[config.mk]
export PLATFORM = sky130hd
export DESIGN_NAME = sp_dma_req
export DESIGN_NICKNAME = d
export VERILOG_FILES = /design/src/rtl/sp_dma_pkg.sv /design/src/rtl/sp_dma_chan_req.sv /design/src/rtl/sp_dma_stat_bit.sv /design/src/rtl/sp_dma_irq.sv /design/src/rtl/sp_dma_req.sv
export SDC_FILE = /design/constraint.sdc
export NUM_CORES = 1
export LEC_CHECK = 0
export ABC_AREA = 1
export BUFFER_PORTS_ARGS = -buffer_cell sky130_fd_sc_hd__buf_2
export CORE_AREA = 2 2 39 41
export DETAILED_ROUTE_END_ITERATION = 8
export DIE_AREA = 0 0 41 43
export SETUP_SLACK_MARGIN = 0.5
export SLEW_MARGIN = 5
export SYNTH_ARGS = -nofsm -noshare
export SYNTH_HDL_FRONTEND = slang
export SYNTH_SLANG_ARGS = --single-unit
[constraint.sdc]
create_clock -name clk -period 1 [get_ports clk]
set_clock_uncertainty 0.2 [all_clocks]
set_input_delay 0.15 -clock clk [delete_from_list [all_inputs] [get_ports clk]]
set_output_delay 0.15 -clock clk [all_outputs]
set_load 0.01 [all_outputs]
[src/rtl/sp_dma_pkg.sv]
package sp_dma_pkg;
   localparam int unsigned NUM_CH    = 2;
   localparam int unsigned CH_TX     = 0;
   localparam int unsigned CH_RX     = 1;
   localparam int unsigned NUM_ST    = 3;
   localparam int unsigned ST_TXDONE = 0;
   localparam int unsigned ST_RXDONE = 1;
   localparam int unsigned ST_EOT    = 2;
endpackage

[src/rtl/sp_dma_chan_req.sv]
module sp_dma_chan_req #(
   parameter int unsigned LVL_W      = 4,
   parameter int unsigned SINGLE_LVL = 1,
   parameter int unsigned BURST_LVL  = 4,
   parameter bit          REQ_REG    = 1'b0
) (
   input  logic             clk,
   input  logic             rst_n,
   input  logic             en,
   input  logic [LVL_W-1:0] level,
   output logic             sreq,
   output logic             breq
);
   localparam logic [LVL_W-1:0] S_THR = LVL_W'(SINGLE_LVL);
   localparam logic [LVL_W-1:0] B_THR = LVL_W'(BURST_LVL);

   logic s_hit;
   logic b_hit;

   assign s_hit = en && (level >= S_THR);
   assign b_hit = en && (level >= B_THR);

   generate
      if (REQ_REG) begin : g_reg
         always_ff @(posedge clk or negedge rst_n) begin
            if (!rst_n) begin
               sreq <= 1'b0;
               breq <= 1'b0;
            end else begin
               sreq <= s_hit;
               breq <= b_hit;
            end
         end
         // a disabled channel drops its requests one cycle later
         p_gate_r5: assert property (@(posedge clk) disable iff (!rst_n)
            !en |=> (!sreq && !breq));
      end else begin : g_comb
         assign sreq = s_hit;
         assign breq = b_hit;
         // a disabled channel never requests
         p_gate_r5: assert property (@(posedge clk) disable iff (!rst_n)
            !en |-> (!sreq && !breq));
      end
   endgenerate

   // a burst request always comes with a single request
   p_burst_single_r4: assert property (@(posedge clk) disable iff (!rst_n)
      breq |-> sreq);
endmodule

[src/rtl/sp_dma_stat_bit.sv]
module sp_dma_stat_bit (
   input  logic clk,
   input  logic rst_n,
   input  logic set_i,
   input  logic clr_i,
   input  logic clr_ok_i,
   output logic q_o
);
   logic clr_take;

   assign clr_take = clr_i && clr_ok_i;

   always_ff @(posedge clk or negedge rst_n) begin
      if (!rst_n) q_o <= 1'b0;
      else        q_o <= set_i | (q_o & ~clr_take);
   end

   // a set event wins over any clear
   p_set_wins_r10: assert property (@(posedge clk) disable iff (!rst_n)
      set_i |=> q_o);
   // a refused or absent clear leaves the bit set
   p_hold_r7: assert property (@(posedge clk) disable iff (!rst_n)
      (q_o && !(clr_i && clr_ok_i)) |=> q_o);
   // an accepted clear with no set empties the bit
   p_clear_r8: assert property (@(posedge clk) disable iff (!rst_n)
      (clr_i && clr_ok_i && !set_i) |=> !q_o);
endmodule

[src/rtl/sp_dma_irq.sv]
module sp_dma_irq #(
   parameter int unsigned N = 3
) (
   input  logic [N-1:0] status,
   input  logic [N-1:0] mask,
   output logic         irq
);
   assign irq = |(status & mask);
endmodule

[src/rtl/sp_dma_req.sv]
module sp_dma_req
   import sp_dma_pkg::*;
#(
   parameter int unsigned FIFO_DEPTH = 8,
   parameter int unsigned SINGLE_LVL = 1,
   parameter int unsigned BURST_LVL  = 4,
   parameter bit          REQ_REG    = 1'b0,
   localparam int unsigned LVL_W     = $clog2(FIFO_DEPTH + 1)
) (
   input  logic             clk,
   input  logic             rst_n,
   input  logic             tx_dma_en,
   input  logic             rx_dma_en,
   input  logic [LVL_W-1:0] tx_free,
   input  logic [LVL_W-1:0] rx_fill,
   input  logic             tx_dma_done,
   input  logic             rx_dma_done,
   input  logic             shifter_idle,
   input  logic             clr_tx_done,
   input  logic             clr_rx_done,
   input  logic             clr_eot,
   input  logic [2:0]       irq_mask,
   output logic             tx_sreq,
   output logic             tx_breq,
   output logic             rx_sreq,
   output logic             rx_breq,
   output logic [2:0]       raw_status,
   output logic             irq
);
   localparam logic [LVL_W-1:0] EMPTY_FREE = LVL_W'(FIFO_DEPTH);

   initial begin : p_param_chk
      assert (SINGLE_LVL >= 1 && BURST_LVL >= SINGLE_LVL && BURST_LVL <= FIFO_DEPTH)
         else $error("sp_dma_req: request thresholds out of range");
   end

   // channel request generation
   logic [NUM_CH-1:0] ch_en;
   logic [LVL_W-1:0]  ch_lvl [NUM_CH];
   logic [NUM_CH-1:0] ch_sreq;
   logic [NUM_CH-1:0] ch_breq;

   always_comb begin
      ch_en[CH_TX]  = tx_dma_en;
      ch_en[CH_RX]  = rx_dma_en;
      ch_lvl[CH_TX] = tx_free;
      ch_lvl[CH_RX] = rx_fill;
   end

   generate
      for (genvar c = 0; c < NUM_CH; c++) begin : g_ch
         sp_dma_chan_req #(
            .LVL_W      (LVL_W),
            .SINGLE_LVL (SINGLE_LVL),
            .BURST_LVL  (BURST_LVL),
            .REQ_REG    (REQ_REG)
         ) u_chan (
            .clk   (clk),
            .rst_n (rst_n),
            .en    (ch_en[c]),
            .level (ch_lvl[c]),
            .sreq  (ch_sreq[c]),
            .breq  (ch_breq[c])
         );
      end
   endgenerate

   assign tx_sreq = ch_sreq[CH_TX];
   assign tx_breq = ch_breq[CH_TX];
   assign rx_sreq = ch_sreq[CH_RX];
   assign rx_breq = ch_breq[CH_RX];

   // sticky status bits
   logic              drained;
   logic [NUM_ST-1:0] st_set;
   logic [NUM_ST-1:0] st_clr;
   logic [NUM_ST-1:0] st_ok;
   logic [NUM_ST-1:0] st_q;

   assign drained = (tx_free == EMPTY_FREE) && shifter_idle;

   always_comb begin
      st_set[ST_TXDONE] = tx_dma_done;
      st_clr[ST_TXDONE] = clr_tx_done;
      st_ok[ST_TXDONE]  = ~tx_dma_en;
      st_set[ST_RXDONE] = rx_dma_done;
      st_clr[ST_RXDONE] = clr_rx_done;
      st_ok[ST_RXDONE]  = 1'b1;
      st_set[ST_EOT]    = drained;
      st_clr[ST_EOT]    = clr_eot;
      st_ok[ST_EOT]     = 1'b1;
   end

   generate
      for (genvar s = 0; s < NUM_ST; s++) begin : g_st
         sp_dma_stat_bit u_bit (
            .clk      (clk),
            .rst_n    (rst_n),
            .set_i    (st_set[s]),
            .clr_i    (st_clr[s]),
            .clr_ok_i (st_ok[s]),
            .q_o      (st_q[s])
         );
      end
   endgenerate

   assign raw_status = st_q;

   sp_dma_irq #(.N(NUM_ST)) u_irq (
      .status (st_q),
      .mask   (irq_mask),
      .irq    (irq)
   );

   // transmit-done survives a clear while transmit DMA is enabled
   p_txdone_locked_r7: assert property (@(posedge clk) disable iff (!rst_n)
      (raw_status[0] && tx_dma_en) |=> raw_status[0]);
   // a transmit completion pulse always leaves the bit set
   p_txdone_set_r6: assert property (@(posedge clk) disable iff (!rst_n)
      tx_dma_done |=> raw_status[0]);
   // end of transmission follows a drained transmitter
   p_eot_set_r9: assert property (@(posedge clk) disable iff (!rst_n)
      (tx_free == EMPTY_FREE && shifter_idle) |=> raw_status[2]);
   // the interrupt needs some raw status bit
   p_irq_src_r11: assert property (@(posedge clk) disable iff (!rst_n)
      irq |-> (raw_status != 3'b000));
endmodule

==> summary.md <==
| Metric | Value |
|---|---|
| CTS clk-pin slew, worst paths | 0.04 ns |
| Core ar. | 1384 um2 |
| Slowest CP cell | dfrtp_1 |
| Reg-to-reg endpoint | g_st[0].u_bit.q_o$_DFF_PN0_ |
| Top Ports | 29 |
| Worst hold margin | -0.4944 ns |
| Sequential power share | 0.262 |
| Chip Width | 41 um |
| Synth area leader | dfrtp_1 |
| Critical Path RT | 0.65 ns |
| Leakage | 0.2937 nW |
| Initial antenna violation count | 0 |
| P_int | 0.3768 mW |
| RSZ-0062 raised after global routing | yes |
| R2r worst-path depth | 4 |
| Clock sink count | 3 |
| Failing checks | hold timing, setup timing |
| Fill cells | 147 |
| Initial drt markers | 1 |
| Pin count of the biggest net entering global routing | 4 |
| Max stage delay on crit path | 0.38 ns |
| Design area | 509.2 um2 |
| Crit path max fanout | 3 |
| FMAX | 0.8163 GHz |
| Cell Chain, Critical Path | nand2_1 > nand3_2 > buf_6 |
| Arrival @ worst endpoint | 0.88 ns |
| Number of global-route vias before repair | 329 |
| Crit path depth | 3 |
| Yosys reg bits | 3 |
| Final GP Congestion | 0.6266 |
| Worst slack at placement | -0.01310 ns |
| Setup WS post-layout | -0.2251 ns |
| Syn_nets | 54 |
| Die Y | 43 um |
| Vias per cell | 3.783 |
| FP Rows | 14 |
| Relative slew slack | 0.9234 |
| Syn Area/Cell | 6.370 um2 |
| CTS Buffer Depth | 2 |
| Yosys warnings | 0 |
| CTS buffer count | 3 |
| Post-DRT Antenna Nets | 0 |
| Crit path launch type | flip-flop |
| Root buffer cell | clkbuf_4 |
| Final hold violation count | 6 |
| Overall Global Routing Usage | 0.09739 |
| Dpl cells | 75 |
| Htree depth | 1 |
| Max reg flops | 3 |
| Placed Area | 395.4 um2 |
| Area share of the leading cell type in the synthesized netlist | 0.3571 |
| Period utilization | 1.225 |
| Clock latency on the worst-skew pair | 0.23 ns |
| Net Sw Frac | 0.2610 |
| Syn Inst Count | 33 |
| IO buf count | 28 |
| Crit. End Element | output port |
| Reg2reg start | g_st[0].u_bit.q_o$_DFF_PN0_ |
| First-pass GRT wire length | 1076 um |
| Total number of vias | 314 |
| Setup TNS | -0.6790 ns |
| Worst hold path type | input port to asynchronous set/reset pin |
| Power Total | 0.5099 mW |
| Synth cell types | 9 |
| Run status | finished, violations left |
| Max cap viols | 0 |
| DR pass1 iterations | 2 |
| P_sw | 0.1331 mW |
| Diode count | 0 |
| Worst Tran Pin Value | 0.1147 ns |
| Mapped Area | 210.2 um2 |
| R2R Setup Slk | -0.05 ns |
| Critical path's top delay family | flip-flops |
| Routed wire per std cell | 8.012 um |
| Largest cells by area after synthesis | dfrtp_1 (36%), nand2_1 (16%), inv_1 (13%) |
| IR Drop Worst-Case VDD | 0.2962 mV |
| Share of cells above drive strength 1 | 0.7015 |
| Final cell count without fillers | 83 |
| Final Max Tran Viols | 0 |
| Top flop regs | g_st.u_bit.q_o: 3 flops |
| Die area | 1763 um2 |
| Final Setup Violations | 5 |
| Remaining global-route overflow | 0 |
| Routed wire length | 665 um |
| Sequential fraction of the synthesis area | 0.3571 |
| Crit path kind | flip-flop to output port |
| CTS tree | done |
| P&R area growth vs syn | 142.3% |
| Largest reg by FF count | g_st.u_bit.q_o |
| Starting Density | 0.1519 |
| DRC viols | 0 |
| Clock Power Share | 0.416 |
| Minimum clock period | 1.225 ns |
| Final core utilization | 0.3680 |
| Nets@finish | 89 |
| Buffer and inverter count on the worst path | 1 |
| Power Density | 1001 nW/um2 |
| Combinational fraction of design power | 0.322 |
| Detailed Place HPWL | 511.6 um |
cell families after synthesis:
group / after synthesis / share of synthesized area
and+or+nand+nor: 17 / 0.3274
buffers and inverters: 10 / 0.2322
DFF: 3 / 0.3571
AOI/OAI and AO/OA: 3 / 0.08335
cells in the final DEF, fill, tap and decap left out, drive strengths merged:
master | synthesis | final
buf | 3 | 33
clkbuf | 0 | 4
dfrtp | 3 | 3
o21bai | 1 | 1
nor2 | 6 | 6
a21oi | 2 | 2
inv | 7 | 7
nand3 | 2 | 2
nand2 | 9 | 9
cell usage after synthesis:
master and count:
inv_1 7, nand2_1 9, a21oi_1 2, o21bai_1 1, nor2_2 1, nand3_1 2
buf_4 3, dfrtp_1 3, nor2_1 5
cell type report:
cell class                      instances  area (um2)  share of cell area
Clock buffer                            4       26.28             0.05160
Inverter                                7       26.28             0.05160
Multi-Input combinational cell         20       126.4              0.2482
Sequential cell                         3       75.07              0.1474
Tap cell                               16       20.02             0.03931
Timing Repair Buffer                   33       235.2              0.4619
power groups by stage:
stage	combinational [mW]	sequential [mW]	clock, mW
2_1_floorplan	0.0626	0.135	0
3_3_place_gp	0.125	0.135	0
3_5_place_dp	0.126	0.136	0
4_1_cts	0.161	0.133	0.227
5_1_grt	0.181	0.134	0.241
6_report	0.164	0.133	0.212
worst max path at each step:
stage	from	slack, ns	to
after global placement	g_st[0].u_bit.q_o$_DFF_PN0_	0.009	irq
after global routing	g_st[0].u_bit.q_o$_DFF_PN0_	-0.30	irq
after floorplan	g_st[0].u_bit.q_o$_DFF_PN0_	0.12	irq
after CTS	g_st[0].u_bit.q_o$_DFF_PN0_	-0.25	irq
after detailed placement	g_st[0].u_bit.q_o$_DFF_PN0_	-0.01	irq
final	g_st[0].u_bit.q_o$_DFF_PN0_	-0.23	irq
worst register-to-register path, cell delays in order, from the launching register on:
cell	delay, ns
dfrtp_1	0.38
buf_4	0.14
buf_4	0.12
nand2_1	0.05
nand2_1	0.05
repair_timing:
action | in CTS | in global routing
pin swaps | 10 | 4
setup buffers | 4 | 0
resized for setup | 10 | 2
setup endpoints to repair | 11 | 11
hold endpoints to repair | 6 | 6
metal layers:
| layer | wire [um] | up-vias | global-route usage |
|---|---|---|---|
| met5 | 0 | - | 0 |
| met1 | 225 | 128 | 0.07395 |
| met4 | 0 | 0 | 0.08000 |
| met3 | 91 | 0 | 0.04712 |
| li1 | - | 162 | - |
| met2 | 348 | 24 | 0.1656 |
Power figures use the tool's default switching activity.
